===== config.mk =====
export PLATFORM = sky130hd
export DESIGN_NAME = sd_r2_rx
export DESIGN_NICKNAME = d
export VERILOG_FILES = /design/src/rtl/sd_r2_pkg.sv /design/src/rtl/sd_r2_crc7.sv /design/src/rtl/sd_r2_packer.sv /design/src/rtl/sd_r2_ctrl.sv /design/src/rtl/sd_r2_rx.sv
export SDC_FILE = /design/constraint.sdc
export NUM_CORES = 1
export LEC_CHECK = 0
export ABC_CLOCK_PERIOD_IN_PS = 3700
export BUFFER_PORTS_ARGS = -buffer_cell sky130_fd_sc_hd__buf_2
export CAP_MARGIN = 20
export CELL_PAD_IN_SITES_DETAIL_PLACEMENT = 0
export CELL_PAD_IN_SITES_GLOBAL_PLACEMENT = 1
export CORE_ASPECT_RATIO = 1.25
export CORE_MARGIN = 8
export CORE_UTILIZATION = 28
export CTS_CLUSTER_SIZE = 30
export DETAILED_ROUTE_END_ITERATION = 7
export GPL_TIMING_DRIVEN = 0
export PLACE_DENSITY_LB_ADDON = 0.1
export SLEW_MARGIN = 20
export SYNTH_ARGS = -nofsm -noshare
export SYNTH_HDL_FRONTEND = slang
export SYNTH_HIERARCHICAL = 1
export SYNTH_SLANG_ARGS = --single-unit

===== constraint.sdc =====
create_clock -name clk -period 3.7 [get_ports clk]
set_input_delay 0.555 -clock clk [delete_from_list [all_inputs] [get_ports clk]]
set_output_delay 0.555 -clock clk [all_outputs]
set_load 0.02 [all_outputs]

===== src/rtl/sd_r2_pkg.sv =====
package sd_r2_pkg;
    localparam int FRAME_BITS   = 136;
    localparam int CONT_FIRST   = 8;
    localparam int CONT_LAST    = 127;
    localparam int CRC_FIRST    = 128;
    localparam int CRC_LAST     = 134;
    localparam int END_IDX      = FRAME_BITS - 1;
    localparam int IDX_W        = $clog2(FRAME_BITS);
    localparam int WORD_W       = 32;
    localparam int NUM_WORDS    = (FRAME_BITS - CONT_FIRST) / WORD_W;
    localparam int CRC_W        = 7;
    localparam logic [CRC_W-1:0] CRC_POLY = 7'h09;

    typedef enum logic [1:0] {
        ST_IDLE    = 2'd0,
        ST_HUNT    = 2'd1,
        ST_CAPTURE = 2'd2
    } r2_state_e;
endpackage


===== src/rtl/sd_r2_crc7.sv =====
module sd_r2_crc7
    import sd_r2_pkg::*;
(
    input  logic clk,
    input  logic rst_n,
    input  logic clr,
    input  logic calc_en,
    input  logic cap_en,
    input  logic bit_i,
    output logic match_o
);
    logic [CRC_W-1:0] rem_q, rem_d, rx_q;
    logic             fb;

    always_comb begin
        fb    = rem_q[CRC_W-1] ^ bit_i;
        rem_d = {rem_q[CRC_W-2:0], 1'b0} ^ ({CRC_W{fb}} & CRC_POLY);
    end

    always_ff @(posedge clk or negedge rst_n) begin
        if (!rst_n) begin
            rem_q <= '0;
            rx_q  <= '0;
        end else if (clr) begin
            rem_q <= '0;
            rx_q  <= '0;
        end else begin
            if (calc_en) rem_q <= rem_d;
            if (cap_en)  rx_q  <= {rx_q[CRC_W-2:0], bit_i};
        end
    end

    assign match_o = (rem_q == rx_q);

    // the payload remainder and the received field never update together
    p_calc_cap_exclusive_r6: assert property (@(posedge clk) disable iff (!rst_n)
        !(calc_en && cap_en));
endmodule


===== src/rtl/sd_r2_packer.sv =====
module sd_r2_packer #(
    parameter int ADDR_W = 8,
    parameter int WW     = 32,
    parameter int NW     = 4
) (
    input  logic              clk,
    input  logic              rst_n,
    input  logic              clr,
    input  logic              shift_en,
    input  logic              bit_i,
    input  logic [ADDR_W-1:0] base_i,
    output logic              wr_en_o,
    output logic [ADDR_W-1:0] wr_addr_o,
    output logic [WW-1:0]     wr_data_o
);
    localparam int CNT_W = $clog2(WW);
    localparam int WIX_W = (NW > 1) ? $clog2(NW) : 1;
    localparam logic [CNT_W-1:0] CNT_LAST = CNT_W'(WW - 1);

    logic [WW-1:0]    sh_q;
    logic [CNT_W-1:0] cnt_q;
    logic [WIX_W-1:0] wix_q;
    logic [WW-1:0]    sh_d;

    assign sh_d = {sh_q[WW-2:0], bit_i};

    always_ff @(posedge clk or negedge rst_n) begin
        if (!rst_n) begin
            sh_q      <= '0;
            cnt_q     <= '0;
            wix_q     <= '0;
            wr_en_o   <= 1'b0;
            wr_addr_o <= '0;
            wr_data_o <= '0;
        end else begin
            wr_en_o <= 1'b0;
            if (clr) begin
                cnt_q <= '0;
                wix_q <= '0;
            end else if (shift_en) begin
                sh_q  <= sh_d;
                cnt_q <= cnt_q + 1'b1;
                if (cnt_q == CNT_LAST) begin
                    wr_en_o   <= 1'b1;
                    wr_data_o <= sh_d;
                    wr_addr_o <= base_i + ADDR_W'(wix_q);
                    wix_q     <= wix_q + 1'b1;
                end
            end
        end
    end

    // each word is written with a single-cycle strobe
    p_single_strobe_r5: assert property (@(posedge clk) disable iff (!rst_n)
        wr_en_o |=> !wr_en_o);
endmodule


===== src/rtl/sd_r2_ctrl.sv =====
module sd_r2_ctrl
    import sd_r2_pkg::*;
#(
    parameter int TIMEOUT_BITS = 64
) (
    input  logic clk,
    input  logic rst_n,
    input  logic arm_req,
    input  logic cmd_vld,
    input  logic cmd_bit,
    input  logic done_clr,
    input  logic crc_match_i,
    output logic busy_o,
    output logic done_o,
    output logic crc_err_o,
    output logic frame_err_o,
    output logic timeout_o,
    output logic seq_clr_o,
    output logic crc_calc_o,
    output logic crc_cap_o,
    output logic pack_o
);
    localparam int TO_W = (TIMEOUT_BITS > 1) ? $clog2(TIMEOUT_BITS) : 1;
    localparam logic [TO_W-1:0]  TO_LAST    = TO_W'(TIMEOUT_BITS - 1);
    localparam logic [IDX_W-1:0] I_CONT_LO  = IDX_W'(CONT_FIRST);
    localparam logic [IDX_W-1:0] I_CONT_HI  = IDX_W'(CONT_LAST);
    localparam logic [IDX_W-1:0] I_CRC_LO   = IDX_W'(CRC_FIRST);
    localparam logic [IDX_W-1:0] I_CRC_HI   = IDX_W'(CRC_LAST);
    localparam logic [IDX_W-1:0] I_END      = IDX_W'(END_IDX);

    r2_state_e        state_q, state_d;
    logic [IDX_W-1:0] idx_q;
    logic [TO_W-1:0]  to_q;
    logic             done_q, crc_err_q, frame_err_q, timeout_q;
    logic             rx_tick, start_seen, finish, timeout_hit;

    // next-state process
    always_comb begin
        state_d = state_q;
        unique case (state_q)
            ST_IDLE:    if (arm_req) state_d = ST_HUNT;
            ST_HUNT:    if (start_seen) state_d = ST_CAPTURE;
                        else if (timeout_hit) state_d = ST_IDLE;
            ST_CAPTURE: if (finish) state_d = ST_IDLE;
            default:    state_d = ST_IDLE;
        endcase
    end

    // state register and sequencing counters
    always_ff @(posedge clk or negedge rst_n) begin
        if (!rst_n) begin
            state_q <= ST_IDLE;
            idx_q   <= '0;
            to_q    <= '0;
        end else begin
            state_q <= state_d;
            if (seq_clr_o) to_q <= '0;
            else if (state_q == ST_HUNT && cmd_vld) to_q <= to_q + 1'b1;
            if (start_seen) idx_q <= IDX_W'(1);
            else if (rx_tick) idx_q <= idx_q + 1'b1;
        end
    end

    // output decode process
    always_comb begin
        seq_clr_o   = 1'b0;
        start_seen  = 1'b0;
        timeout_hit = 1'b0;
        rx_tick     = 1'b0;
        unique case (state_q)
            ST_IDLE:    seq_clr_o = arm_req;
            ST_HUNT: begin
                start_seen  = cmd_vld && !cmd_bit;
                timeout_hit = cmd_vld && cmd_bit && (to_q == TO_LAST);
            end
            ST_CAPTURE: rx_tick = cmd_vld;
            default: ;
        endcase
        crc_calc_o = rx_tick && (idx_q >= I_CONT_LO) && (idx_q <= I_CONT_HI);
        crc_cap_o  = rx_tick && (idx_q >= I_CRC_LO) && (idx_q <= I_CRC_HI);
        pack_o     = rx_tick && (idx_q >= I_CONT_LO);
        finish     = rx_tick && (idx_q == I_END);
    end

    // status register
    always_ff @(posedge clk or negedge rst_n) begin
        if (!rst_n) begin
            done_q      <= 1'b0;
            crc_err_q   <= 1'b0;
            frame_err_q <= 1'b0;
            timeout_q   <= 1'b0;
        end else begin
            if (finish) done_q <= 1'b1;
            else if (done_clr) done_q <= 1'b0;
            if (seq_clr_o) begin
                crc_err_q   <= 1'b0;
                frame_err_q <= 1'b0;
                timeout_q   <= 1'b0;
            end
            if (finish) begin
                crc_err_q   <= !crc_match_i;
                frame_err_q <= !cmd_bit;
            end
            if (timeout_hit) timeout_q <= 1'b1;
        end
    end

    assign busy_o      = (state_q != ST_IDLE);
    assign done_o      = done_q;
    assign crc_err_o   = crc_err_q;
    assign frame_err_o = frame_err_q;
    assign timeout_o   = timeout_q;

    // arming from idle makes the receiver busy with a clean timeout flag
    p_arm_starts_r2: assert property (@(posedge clk) disable iff (!rst_n)
        (!busy_o && arm_req) |=> (busy_o && !timeout_o));
    // the enable only drops on completion or timeout
    p_busy_exit_r4: assert property (@(posedge clk) disable iff (!rst_n)
        $fell(busy_o) |-> (done_o || timeout_o));
    // a CRC error only appears alongside completion
    p_crc_err_done_r6: assert property (@(posedge clk) disable iff (!rst_n)
        $rose(crc_err_o) |-> done_o);
    // a framing error only appears alongside completion
    p_frame_err_done_r7: assert property (@(posedge clk) disable iff (!rst_n)
        $rose(frame_err_o) |-> done_o);
    // a timeout leaves the receiver idle
    p_timeout_idle_r8: assert property (@(posedge clk) disable iff (!rst_n)
        $rose(timeout_o) |-> !busy_o);
    // a clear without a completion drops the done flag
    p_done_clear_r9: assert property (@(posedge clk) disable iff (!rst_n)
        (done_o && done_clr && !finish) |=> !done_o);
endmodule


===== src/rtl/sd_r2_rx.sv =====
module sd_r2_rx
    import sd_r2_pkg::*;
#(
    parameter int ADDR_W       = 8,
    parameter int TIMEOUT_BITS = 64
) (
    input  logic              clk,
    input  logic              rst_n,
    input  logic              arm_req,
    input  logic [ADDR_W-1:0] base_addr,
    input  logic              cmd_vld,
    input  logic              cmd_bit,
    input  logic              done_clr,
    output logic              busy_o,
    output logic              done_o,
    output logic              crc_err_o,
    output logic              frame_err_o,
    output logic              timeout_o,
    output logic              wr_en_o,
    output logic [ADDR_W-1:0] wr_addr_o,
    output logic [WORD_W-1:0] wr_data_o
);
    logic              seq_clr, crc_calc, crc_cap, pack, crc_match;
    logic [ADDR_W-1:0] base_q;

    always_ff @(posedge clk or negedge rst_n) begin
        if (!rst_n) base_q <= '0;
        else if (seq_clr) base_q <= base_addr;
    end

    sd_r2_ctrl #(.TIMEOUT_BITS(TIMEOUT_BITS)) u_ctrl (
        .clk         (clk),
        .rst_n       (rst_n),
        .arm_req     (arm_req),
        .cmd_vld     (cmd_vld),
        .cmd_bit     (cmd_bit),
        .done_clr    (done_clr),
        .crc_match_i (crc_match),
        .busy_o      (busy_o),
        .done_o      (done_o),
        .crc_err_o   (crc_err_o),
        .frame_err_o (frame_err_o),
        .timeout_o   (timeout_o),
        .seq_clr_o   (seq_clr),
        .crc_calc_o  (crc_calc),
        .crc_cap_o   (crc_cap),
        .pack_o      (pack)
    );

    sd_r2_crc7 u_crc (
        .clk     (clk),
        .rst_n   (rst_n),
        .clr     (seq_clr),
        .calc_en (crc_calc),
        .cap_en  (crc_cap),
        .bit_i   (cmd_bit),
        .match_o (crc_match)
    );

    sd_r2_packer #(.ADDR_W(ADDR_W), .WW(WORD_W), .NW(NUM_WORDS)) u_pack (
        .clk       (clk),
        .rst_n     (rst_n),
        .clr       (seq_clr),
        .shift_en  (pack),
        .bit_i     (cmd_bit),
        .base_i    (base_q),
        .wr_en_o   (wr_en_o),
        .wr_addr_o (wr_addr_o),
        .wr_data_o (wr_data_o)
    );

    // every write lands inside the four-word window above the latched base
    p_addr_window_r5: assert property (@(posedge clk) disable iff (!rst_n)
        wr_en_o |-> ((wr_addr_o - base_q) < ADDR_W'(NUM_WORDS)));
    // writes only follow a sample taken while receiving
    p_write_needs_busy_r3: assert property (@(posedge clk) disable iff (!rst_n)
        wr_en_o |-> $past(busy_o));
endmodule


* Word-level counts from Yosys, hierarchy flattened
Cells that the tools add are included.
Cells by class: equality and inequality tests 9, add/subtract/negate cells 5, order comparisons 4, muxes and demuxes 31, reductions and logical operators 26, bitwise logic cells 3
Operators with widths (count):
- two-way mux 7 bit | 4
- nonzero test 2 bit | 10
- two-way mux 8 bit | 2
- two-way mux 2 bit | 7
- two-way mux 1 bit | 13
- two-way mux 6 bit | 2
- two-way mux 5 bit | 2
- logical AND 1 bit | 9
- adder 8 x 1 -> 8 bit, second input constant | 1
- adder 8 x 2 -> 8 bit | 1
- equality test 8 bit, second input constant | 1
- >= comparator 8 x 4 -> 1 bit, second input constant | 1
- >= comparator 8 bit, second input constant | 1
- less-or-equal comparator 8 x 7 -> 1 bit, second input constant | 1
- less-or-equal comparator 8 bit, second input constant | 1
- equality test 7 bit | 1
- bitwise XOR 7 x 4 -> 7 bit | 1
- adder 6 x 1 -> 6 bit, second input constant | 1
- equality test 6 bit, second input constant | 1
- case mux 2 bit (3 select lines) | 1
- AND reduction 3 bit | 2
- adder 5 x 1 -> 5 bit, second input constant | 1
- equality test 5 bit, second input constant | 1
- AND reduction 2 bit | 2
- other kinds (10) | 11
Word-level totals: flip-flop bits (word level) 121, word-level logic and storage cells 94

* Longest topological paths before layout
word-level depth 6, depth in mapped cells 10

* Modules after synthesis
Netlist, hierarchy kept.
By module, submodules not included:
- sd_r2_packer | instances 1, area an instance 3166.8 µm², sequential area each 1976.9 µm², cells an instance 282
- sd_r2_ctrl | instances 1, area an instance 1063.5 µm², sequential area each 500.5 µm², cells an instance 110
- sd_r2_crc7 | instances 1, area an instance 671.9 µm², sequential area each 350.3 µm², cells an instance 58
- sd_r2_rx | instances 1, area an instance 331.6 µm², sequential area each 200.2 µm², cells an instance 17

* Least setup slack after synthesis
OpenSTA, ideal clock, no wires.
path type input port to flip-flop, from in arm_req, to reg u_pack.sh_q[0], buffers on the path 3, data required time 3572 ps, setup slack 1339 ps, setup time 128 ps, stages on the path 7, arrival time 2234 ps, cell sequence or3b_2 > clkbuf_1 > inv_1 > buf_2 > and2b_1 > buf_4 > mux2_1
On the way: longest elaborated chain between the ends 3
Ends and longest elaborated chain:
- start, declared | line sd_r2_rx.sv:9 | input logic arm_req,
- two-way mux 1 bit | line sd_r2_ctrl.sv:70 | unique case (state_q)
- net seq_clr | line sd_r2_rx.sv:23 | logic seq_clr, crc_calc, crc_cap, pack, crc_match;
- inverter 1 bit (no line)
- AND reduction 2 bit (no line)
- end signal, assigned | line sd_r2_packer.sv:29 | sh_q <= '0;
- end signal, assigned | line sd_r2_packer.sv:41 | sh_q <= sh_d;
- end, declared | line sd_r2_packer.sv:20 | logic [WW-1:0] sh_q;
The timed path passes the listed nets, and every way through them passes these cells. A chain may end at the register's enable or synchronous reset.

* Worst setup path in the final report
from reg u_ctrl.state_q[0], to reg u_pack.wr_data_o[29]
On the way: longest elaborated chain between the ends 4, elaborated cells between the ends (all ways) 7, classes of those cells eq/ne: 1; mux: 2; bitwise: 1; reduce/logical: 3
Ends and longest elaborated chain:
- start, declared | line sd_r2_ctrl.sv:31 | r2_state_e state_q, state_d;
- start signal, assigned | line sd_r2_ctrl.sv:56 | state_q <= state_d;
- zero test 2 bit | line sd_r2_ctrl.sv:70
- two-way mux 1 bit | line sd_r2_ctrl.sv:70
- net seq_clr | line sd_r2_rx.sv:23
- inverter 1 bit (no line)
- AND reduction 3 bit (no line)
- end signal, assigned | line sd_r2_packer.sv:34 | wr_data_o <= '0;
- end signal, assigned | line sd_r2_packer.sv:45 | wr_data_o <= sh_d;
- end, declared | line sd_r2_packer.sv:14 | output logic [WW-1:0] wr_data_o
The timed path passes the listed nets, and every way through them passes these cells.

==> impl_metrics.tcl <==
set metrics [dict create \
    detail_route.wl_per_cell_um 14.4 \
    synth_cell_types 50 \
    syn-num-nets 489 \
    clockBufferDepth 2 \
    switching_share 0.254 \
    wl_um 11400 \
    io_buffers 58 \
    p_switching_mw 0.924 \
    synthCells 467 \
    setup.worst_path.end_class "register" \
    numPlacedInstances 758 \
    clk_latency_ns 0.41 \
    synth_top_area_frac 0.579 \
    dr.pass1.iters 4 \
    power.total_mw 3.63 \
    start_kind "register" \
    dp_hpwl_um 7850 \
    seqPwrFrac 0.411 \
    fin_tns_setup_ns 0 \
    cts_tree "done" \
    drc 0 \
    tightest_slew_ns 0.719 \
    synth_edf_count 0 \
    power_leakage_nw 3.34 \
    hold_class "in2async" \
    clock-root-buffer "clkbuf_16" \
    utilization 0.348 \
    cts.sinks 121 \
    finalHoldViolCount 0 \
    period_share 0.749 \
    clk_pin_slew_worst_paths_ns 0.06 \
    synth-main-ff-cell "dfrtp_1" \
    initialDrtViolationCount 123 \
    drive_gt1_frac 0.271 \
    cp_max_fo 11 \
    drtAntennaViolNets 0 \
    core_area_um2 18600 \
    synth.avg_cell_area_um2 11.2 \
    ys_ff_latch 121 \
    grt_pass1_wl_um 19500 \
    synthToLayoutAreaGrowth_pct 23.5 \
    status "complete, no violations" \
    ios 60 \
    start_util 0.282 \
    layout_setup_ws_ns 0.930 \
    grtUsageTotal 0.104 \
    grt_pass1_vias 3657 \
    holdBufCountCts 0 \
    cap_violations 0 \
    gp_congestion 0.729 \
    async_flop_share 1.00 \
    rows 56 \
    required_ns 4.05 \
    setup_violations 0 \
    dp_slack_ns 0.741 \
    grt-ovfl-total 0 \
    die_y_um 169 \
    syn-cell-area_um2 5230 \
    max_slew_margin 0.519 \
    antenna_found_initial 0 \
    h-tree-depth 4 \
    fmax_ghz 0.361 \
    p_int_mw 2.71 \
    ys_seq_area_frac 0.579 \
    p_clk_frac 0.465 \
    dieArea_um2 23400 \
    instances_no_fill 789 \
    crit_type "reg2reg" \
    grt_max_degree 66 \
    cts_setup_buffers 0 \
    yosys-top-cells-area "dfrtp_1 58%, nand2_1 8.4%, mux2_2 6.2%" \
    cts_resized 0 \
    yosys_warnings 6 \
    p_per_area_nw_per_um2 562 \
    vias 3478 \
    rsz0062_at_grt "no" \
    fin_crit_ns 2.77 \
    antennaDiodeCount 0 \
    fin_skew_ns 0.00742 \
    cp.arrival_ns 3.12 \
    final_nets 567 \
    maxSlewViolCount 0 \
    cts_made_buffers 17 \
    yosys.area.top_type "dfrtp_1" \
    combPwrFrac 0.124 \
    via_per_inst 4.41 \
    peakVddDrop_mv 0.256 \
    fp.dieW_um 138 \
]
## layout make-up
type,count,area [µm²]
multi-input cells,308,2030
plain buffers,23,124
flip-flops and latches,121,3030
repair buffers,59,328
clock buffers,20,457
well taps,232,290
inverters,15,56.3
fillers,1902,12100
clock inverters,11,146
## cells by family after synthesis
logic type | share of synthesized area
AO/OA/AOI/OAI | 0.0404
adder cells (fa/ha/maj) | 0.0206
XOR/XNOR | 0.0284
multiplexers | 0.132
buffers and inverters | 0.0344
flip-flops | 0.579
AND/OR/NAND/NOR | 0.166
## per-stage QoR
| step | area [µm²] | hold WS (ns) |
|---|---|---|
| after floorplan | 5230 | 0.259 |
| after global placement | 5810 | 0.454 |
| after detailed placement | 5860 | 0.458 |
| after CTS | 6460 | 0.0787 |
| after global routing | 6460 | 0.0875 |
| final | 6460 | 0.0569 |
## routing by layer
metal  GRT usage  part of all wire
met2       0.160              0.46
met3      0.0342             0.037
met1       0.130              0.48
met5           0                 0
met4      0.0469             0.018
## flip-flops by register name, indices dropped and copies added, names as in the netlist
register            flops
base_q                  8
u_crc/rem_q             7
u_crc/rx_q              7
u_ctrl/crc_err_o        1
u_ctrl/done_o           1
u_ctrl/frame_err_o      1
u_ctrl/idx_q            8
u_ctrl/state_q          2
u_ctrl/timeout_o        1
u_ctrl/to_q             6
u_pack/cnt_q            5
u_pack/sh_q            31
u_pack/wix_q            2
u_pack/wr_addr_o        8
u_pack/wr_data_o       32
u_pack/wr_en_o          1
## cell usage after synthesis, types with 2 or more instances
cell type and count:
dfrtp_1 121, nand2_1 117, mux2_2 29, nor2_1 27
mux2i_1 22, inv_1 15, o21ai_0 10, buf_2 9
xor2_1 9, mux2_4 8, nand3_1 8, xnor2_1 8
a21oi_1 7, clkbuf_1 7, ha_1 7, buf_4 5
nor3_1 5, or4_1 5, a31oi_1 3, nand3b_1 3
nand4_1 3, o31ai_1 3, or3_1 3, a22o_1 2
mux2_1 2, nand2b_1 2, nand4b_1 2, nor4b_1 2
or3_2 2
## worst paths after layout
check / start / end / slack [ns] / depth (start not counted)
setup / recovery: u_ctrl/state_q[0] / u_pack/wr_data_o[29] / 0.93 / 9
setup reg to reg: u_ctrl/state_q[0] / u_pack/wr_data_o[29] / 0.93 / 9
min in group clk: done_clr / u_ctrl/done_o / 0.33 / 2
hold / removal: rst_n / u_pack/wr_addr_o[7] / 0.06 / 1
hold reg to reg: u_pack/wr_data_o[20] / u_pack/wr_data_o[20] / 0.47 / 2
max in group asynchronous: rst_n / u_pack/wr_data_o[24] / 2.95 / 2
## critical path, cell delays in order (launching register included)
cell and delay (ns):
dfrtp_1 0.35, buf_2 0.17, or3b_2 0.46, clkbuf_1 0.18
inv_1 0.38, buf_2 0.29, nand3b_4 0.21, clkbuf_1 0.45
nand2_1 0.12, nand2_1 0.08
## power by group through the flow
| stage | logic, mW | registers, mW | clock network (mW) |
|---|---|---|---|
| global placement | 0.447 | 1.51 | 0 |
| finish | 0.449 | 1.49 | 1.69 |
| floorplan | 0.334 | 1.49 | 0 |
| detailed placement | 0.462 | 1.52 | 0 |
| global route | 0.510 | 1.51 | 1.81 |
| CTS | 0.463 | 1.49 | 1.75 |
## cells in the final DEF, fill, tap and decap left out, types with 9 or more instances in the layout
cell type | Yosys | routed
dfrtp_1 | 121 | 121
nand2_1 | 117 | 117
buf_2 | 9 | 66
mux2_2 | 29 | 29
nor2_1 | 27 | 27
mux2i_1 | 22 | 22
clkbuf_16 | 0 | 17
inv_1 | 15 | 15
o21ai_0 | 10 | 10
xor2_1 | 9 | 9
No activity file was read; power rests on OpenSTA's default activity.
